File: src/rtl/pwm8_pkg.sv
package pwm8_pkg;
  typedef enum logic {
    SEL_COMPARE = 1'b0,
    SEL_RELOAD  = 1'b1
  } pwm_reg_sel_e;
endpackage

File: src/rtl/pwm8_prescaler.sv
module pwm8_prescaler #(
  parameter int PRE_W = 8
) (
  input  logic             clk,
  input  logic             rst,
  input  logic             enable,
  input  logic             wr_reload,
  input  logic [PRE_W-1:0] wr_value,
  output logic             tick
);
  localparam logic [PRE_W-1:0] ZERO = '0;

  logic [PRE_W-1:0] reload_q;
  logic [PRE_W-1:0] div_q;

  always_ff @(posedge clk) begin
    if (rst) reload_q <= ZERO;
    else if (wr_reload) reload_q <= wr_value;
  end

  assign tick = enable && (div_q == ZERO);

  always_ff @(posedge clk) begin
    if (rst || !enable) div_q <= ZERO;
    else if (div_q == ZERO) div_q <= reload_q;
    else div_q <= div_q - 1'b1;
  end
endmodule

File: src/rtl/pwm8_counter.sv
module pwm8_counter #(
  parameter int CNT_W = 8
) (
  input  logic             clk,
  input  logic             rst,
  input  logic             enable,
  input  logic             tick,
  output logic [CNT_W-1:0] count,
  output logic             wrap
);
  localparam logic [CNT_W-1:0] TOP = '1;

  logic [CNT_W-1:0] count_q;

  assign count = count_q;
  assign wrap  = tick && (count_q == TOP);

  always_ff @(posedge clk) begin
    if (rst || !enable) count_q <= '0;
    else if (tick) count_q <= count_q + 1'b1;
  end
endmodule

File: src/rtl/pwm8_compare.sv
module pwm8_compare #(
  parameter int CNT_W = 8
) (
  input  logic             clk,
  input  logic             rst,
  input  logic             enable,
  input  logic             wr_compare,
  input  logic [CNT_W-1:0] wr_value,
  input  logic             wrap,
  input  logic [CNT_W-1:0] count,
  output logic [CNT_W-1:0] cmp_active,
  output logic             pwm_out
);
  logic [CNT_W-1:0] pending_q;
  logic [CNT_W-1:0] active_q;
  logic             out_q;
  logic             high_phase;

  always_ff @(posedge clk) begin
    if (rst) pending_q <= '0;
    else if (wr_compare) pending_q <= wr_value;
  end

  // Active value moves only at a period boundary, or freely while stopped.
  always_ff @(posedge clk) begin
    if (rst) active_q <= '0;
    else if (!enable || wrap) active_q <= pending_q;
  end

  assign high_phase = (count == '0) || (count < active_q);

  always_ff @(posedge clk) begin
    if (rst) out_q <= 1'b0;
    else out_q <= enable && high_phase;
  end

  assign cmp_active = active_q;
  assign pwm_out    = out_q;
endmodule

File: src/rtl/pwm8_gen.sv
module pwm8_gen #(
  parameter int CNT_W = 8,
  parameter int PRE_W = 8
) (
  input  logic                                   clk,
  input  logic                                   rst,
  input  logic                                   enable,
  input  logic                                   wr_en,
  input  logic                                   wr_sel,
  input  logic [((CNT_W > PRE_W) ? CNT_W : PRE_W)-1:0] wr_data,
  output logic                                   pwm_out
);
  import pwm8_pkg::*;

  pwm_reg_sel_e     sel;
  logic             wr_cmp;
  logic             wr_pre;
  logic             pre_tick;
  logic             cnt_wrap;
  logic [CNT_W-1:0] cnt_q;
  logic [CNT_W-1:0] cmp_act;

  assign sel    = pwm_reg_sel_e'(wr_sel);
  assign wr_cmp = wr_en && (sel == SEL_COMPARE);
  assign wr_pre = wr_en && (sel == SEL_RELOAD);

  pwm8_prescaler #(.PRE_W(PRE_W)) u_pre (
    .clk      (clk),
    .rst      (rst),
    .enable   (enable),
    .wr_reload(wr_pre),
    .wr_value (wr_data[PRE_W-1:0]),
    .tick     (pre_tick)
  );

  pwm8_counter #(.CNT_W(CNT_W)) u_cnt (
    .clk   (clk),
    .rst   (rst),
    .enable(enable),
    .tick  (pre_tick),
    .count (cnt_q),
    .wrap  (cnt_wrap)
  );

  pwm8_compare #(.CNT_W(CNT_W)) u_cmp (
    .clk       (clk),
    .rst       (rst),
    .enable    (enable),
    .wr_compare(wr_cmp),
    .wr_value  (wr_data[CNT_W-1:0]),
    .wrap      (cnt_wrap),
    .count     (cnt_q),
    .cmp_active(cmp_act),
    .pwm_out   (pwm_out)
  );
endmodule

File: config.mk
export PLATFORM = sky130hd
export DESIGN_NAME = pwm8_gen
export DESIGN_NICKNAME = d
export VERILOG_FILES = /design/src/rtl/pwm8_pkg.sv /design/src/rtl/pwm8_prescaler.sv /design/src/rtl/pwm8_counter.sv /design/src/rtl/pwm8_compare.sv /design/src/rtl/pwm8_gen.sv
export SDC_FILE = /design/constraint.sdc
export NUM_CORES = 1
export LEC_CHECK = 0
export BUFFER_PORTS_ARGS = -buffer_cell sky130_fd_sc_hd__buf_2
export CAP_MARGIN = 20
export CORE_MARGIN = 4
export CORE_UTILIZATION = 25
export CTS_CLUSTER_DIAMETER = 50
export CTS_CLUSTER_SIZE = 16
export DETAILED_ROUTE_END_ITERATION = 10
export GPL_TIMING_DRIVEN = 0
export PLACE_DENSITY = 0.47
export SYNTH_ARGS = -nofsm -noshare
export SYNTH_HDL_FRONTEND = slang
export SYNTH_SLANG_ARGS = --single-unit
File: constraint.sdc
create_clock -name clk -period 1.7 [get_ports clk]
set_input_delay 0.085 -clock clk [delete_from_list [all_inputs] [get_ports clk]]
set_output_delay 0.085 -clock clk [all_outputs]
set_load 0.1 [all_outputs]
==> impl_metrics.ini <==
[run_status]
status = finished clean

[grt]
overflow = 0
track_usage = 0.0960
grt_pass1_vias = 1399
grt_pass1_wl_um = 6870
grt_max_degree = 16
antenna_found_initial = 0

[synth]
yosysWarnings = 0
synth_area_sq_um = 1950
synthTopCellsByArea = dfxtp_1 (42%), mux2i_1 (8.2%), ha_1 (7.0%)
synth-seq-cells = 41
synth_edf_count = 0
yosysUniqueCellTypes = 36
seq_area_frac_synth = 0.420
synth_flop_cell = dfxtp_1
synthArstFlopShare = 0
yosysTopAreaCell = dfxtp_1
synthCells = 222
syn_avg_cell_area_sq_um = 8.80
synth_top_area_frac = 0.420
syn_nets = 246

[die]
die_area_sq_um = 9300
coreArea_sq_um = 7410
rows = 31
ios = 14
fp.dieW_um = 96.4
start_util = 0.264
die_y_um = 96.4

[finish]
layout-drive-gt1-share = 0.128
final_common_cell = dfxtp_1
final_cell_mix = dfxtp_1 (40), nor2_1 (23), nand2_1 (19)
num-nets-final = 266
insertedDiodeCount = 0
n_fill_cell = 800
syn_to_final_growth_pct = 15.7

[clock_network]
clk_path_buf_depth = 2
cts_tree = yes
path_clk_slew_ns = 0.09
hold_buffers = 0
root_buffer = clkbuf_8
htreeDepth = 2
cts_made_buffers = 5
clock_latency_ns = 0.31
clock_sinks = 41

[critical_path]
required_ns = 1.89
cp_slowest_cell = dfxtp_2
crit_fanout = 8
path_class = reg -> reg
critPathLaunchType = flip-flop
crit_path_cell_trace = inv_1 -> ha_1 -> nor3b_4 -> nand2_2 -> o31a_1 -> buf_4 -> mux2i_1
slowest_delay_ns = 0.35
regToRegSetupSlack_ns = 0.09
cp-end-kind = flip-flop
arrival_ns = 1.80

[drt]
wl_per_cell_um = 11.8
vias = 1474
ant_nets = 0
drc = 0
via_per_inst = 4.31
routed_wl_um = 4040
drtIter0Drc = 61
drt_first_pass_iters = 4

[sta]
skew_ns = 0.0112
setup_violations = 0
hold_viol = 0
period_share = 0.946
slew_headroom = 0.680
grt_setup_unrepaired = false
fmax_mhz = 622
drv_slew = 0
tightest_slew_ns = 0.483
period_minus_slack_ns = 1.61
finalWorstSetupSlack_ns = 0.0924

[pwr]
max-vdd-ir-drop_v = 0.000455
p_leak_nw = 0.867
p_total_mw = 3.34
p_per_area_nw_per_um2 = 1480

[flow_run]
drv_cap = 0

[hold_path]
hold_class = in -> reg

[place]
gp_congestion = 0.737
numPortBuffers = 11
dp_hpwl_um = 3050
pre_cts_ws_ns = -0.0400
cell usage after synthesis, types with 2 or more instances:
master	number
o21ai_0	6
clkbuf_1	6
nor3_1	3
xor2_1	6
ha_1	11
nor2_1	23
nand4_1	4
dfxtp_1	41
nand3_1	11
buf_2	3
or3_1	2
nand2_1	19
a211oi_1	5
mux2i_1	16
and4_1	2
and3_1	2
nand2b_1	18
xnor2_1	2
buf_1	2
nor3b_1	2
inv_1	11
a21oi_1	12
and2_1	2
flip-flops by register name (all words and copies together) (netlist names):
name              count
u_cmp.cmp_active      8
u_cmp.pending_q       8
u_cmp.pwm_out         1
u_cnt.count           8
u_pre.div_q           8
u_pre.reload_q        8
kinds of logic after synthesis:
family | after synthesis | synth area share
buffers and inverters | 23 | 0.0480
adders and majority gates | 11 | 0.0704
and+or+nand+nor | 94 | 0.253
DFF | 41 | 0.420
AOI/OAI and AO/OA | 29 | 0.0909
muxes | 16 | 0.0819
xor gates and xnor gates | 8 | 0.0359
timing repair:
action / 4_1_cts / 5_1_grt
setup buffers: 0 / 2
pin swaps: 0 / 1
setup endpoints to repair: 11 / 23
resized for setup: 0 / 9
worst max-delay path: cells and delay by family, from the launching register on:
kind | cells | cell delay [ns]
multiplexers | 1 | 0.12
buffers and inverters | 2 | 0.26
AO/OA/AOI/OAI | 1 | 0.31
adder cells (fa/ha/maj) | 1 | 0.15
flip-flops | 1 | 0.35
AND/OR/NAND/NOR | 2 | 0.30
worst paths after layout:
| path | startpoint | endpoint | cells past startpoint |
|---|---|---|---|
| worst max-delay path | u_pre.div_q[0] | u_cmp.cmp_active[7] | 7 |
| worst min-delay path | wr_data[5] | u_cmp.pending_q[5] | 3 |
| worst max register to register | u_pre.div_q[0] | u_cmp.cmp_active[7] | 7 |
| worst min register to register | u_pre.reload_q[1] | u_pre.reload_q[1] | 2 |
where the power goes:
part	switching (mW)	internal (mW)
clock	0.385	0.299
combinational	0.802	0.630
sequential	0.131	1.09
cell type report:
| type | count | area, sq um | area share |
|---|---|---|---|
| Clock buffer | 5 | 68.8 | 0.0304 |
| Tap cell | 99 | 124 | 0.0548 |
| Buffer | 12 | 58.8 | 0.0260 |
| Clock inverter | 3 | 25.0 | 0.0111 |
| Multi-Input combinational cell | 158 | 1050 | 0.465 |
| Timing Repair Buffer | 13 | 70.1 | 0.0310 |
| Inverter | 11 | 41.3 | 0.0183 |
| Sequential cell | 41 | 822 | 0.364 |
routing by layer:
metal  routed length, um  up-vias  GRT usage
met5                   0        -          0
met4                  48        0     0.0280
met3                 156        5     0.0341
met2                1690       23      0.141
met1                2150      652      0.132
li1                    -      794          -
stage by stage:
step | TNS (ns) | utilization | hold WS (ns) | cell area, sq um | cells
after floorplan | 0 | - | 0.232 | 1950 | 222
after global placement | -0.365 | 0.288 | 0.345 | 2130 | 332
after detailed placement | -0.355 | 0.288 | 0.348 | 2130 | 332
after CTS | -0.575 | 0.301 | 0.0217 | 2230 | 340
after global routing | 0 | 0.305 | 0.0410 | 2260 | 342
final | 0 | 0.305 | 0.0292 | 2260 | 342
No activity file was read; power rests on OpenSTA's default activity.
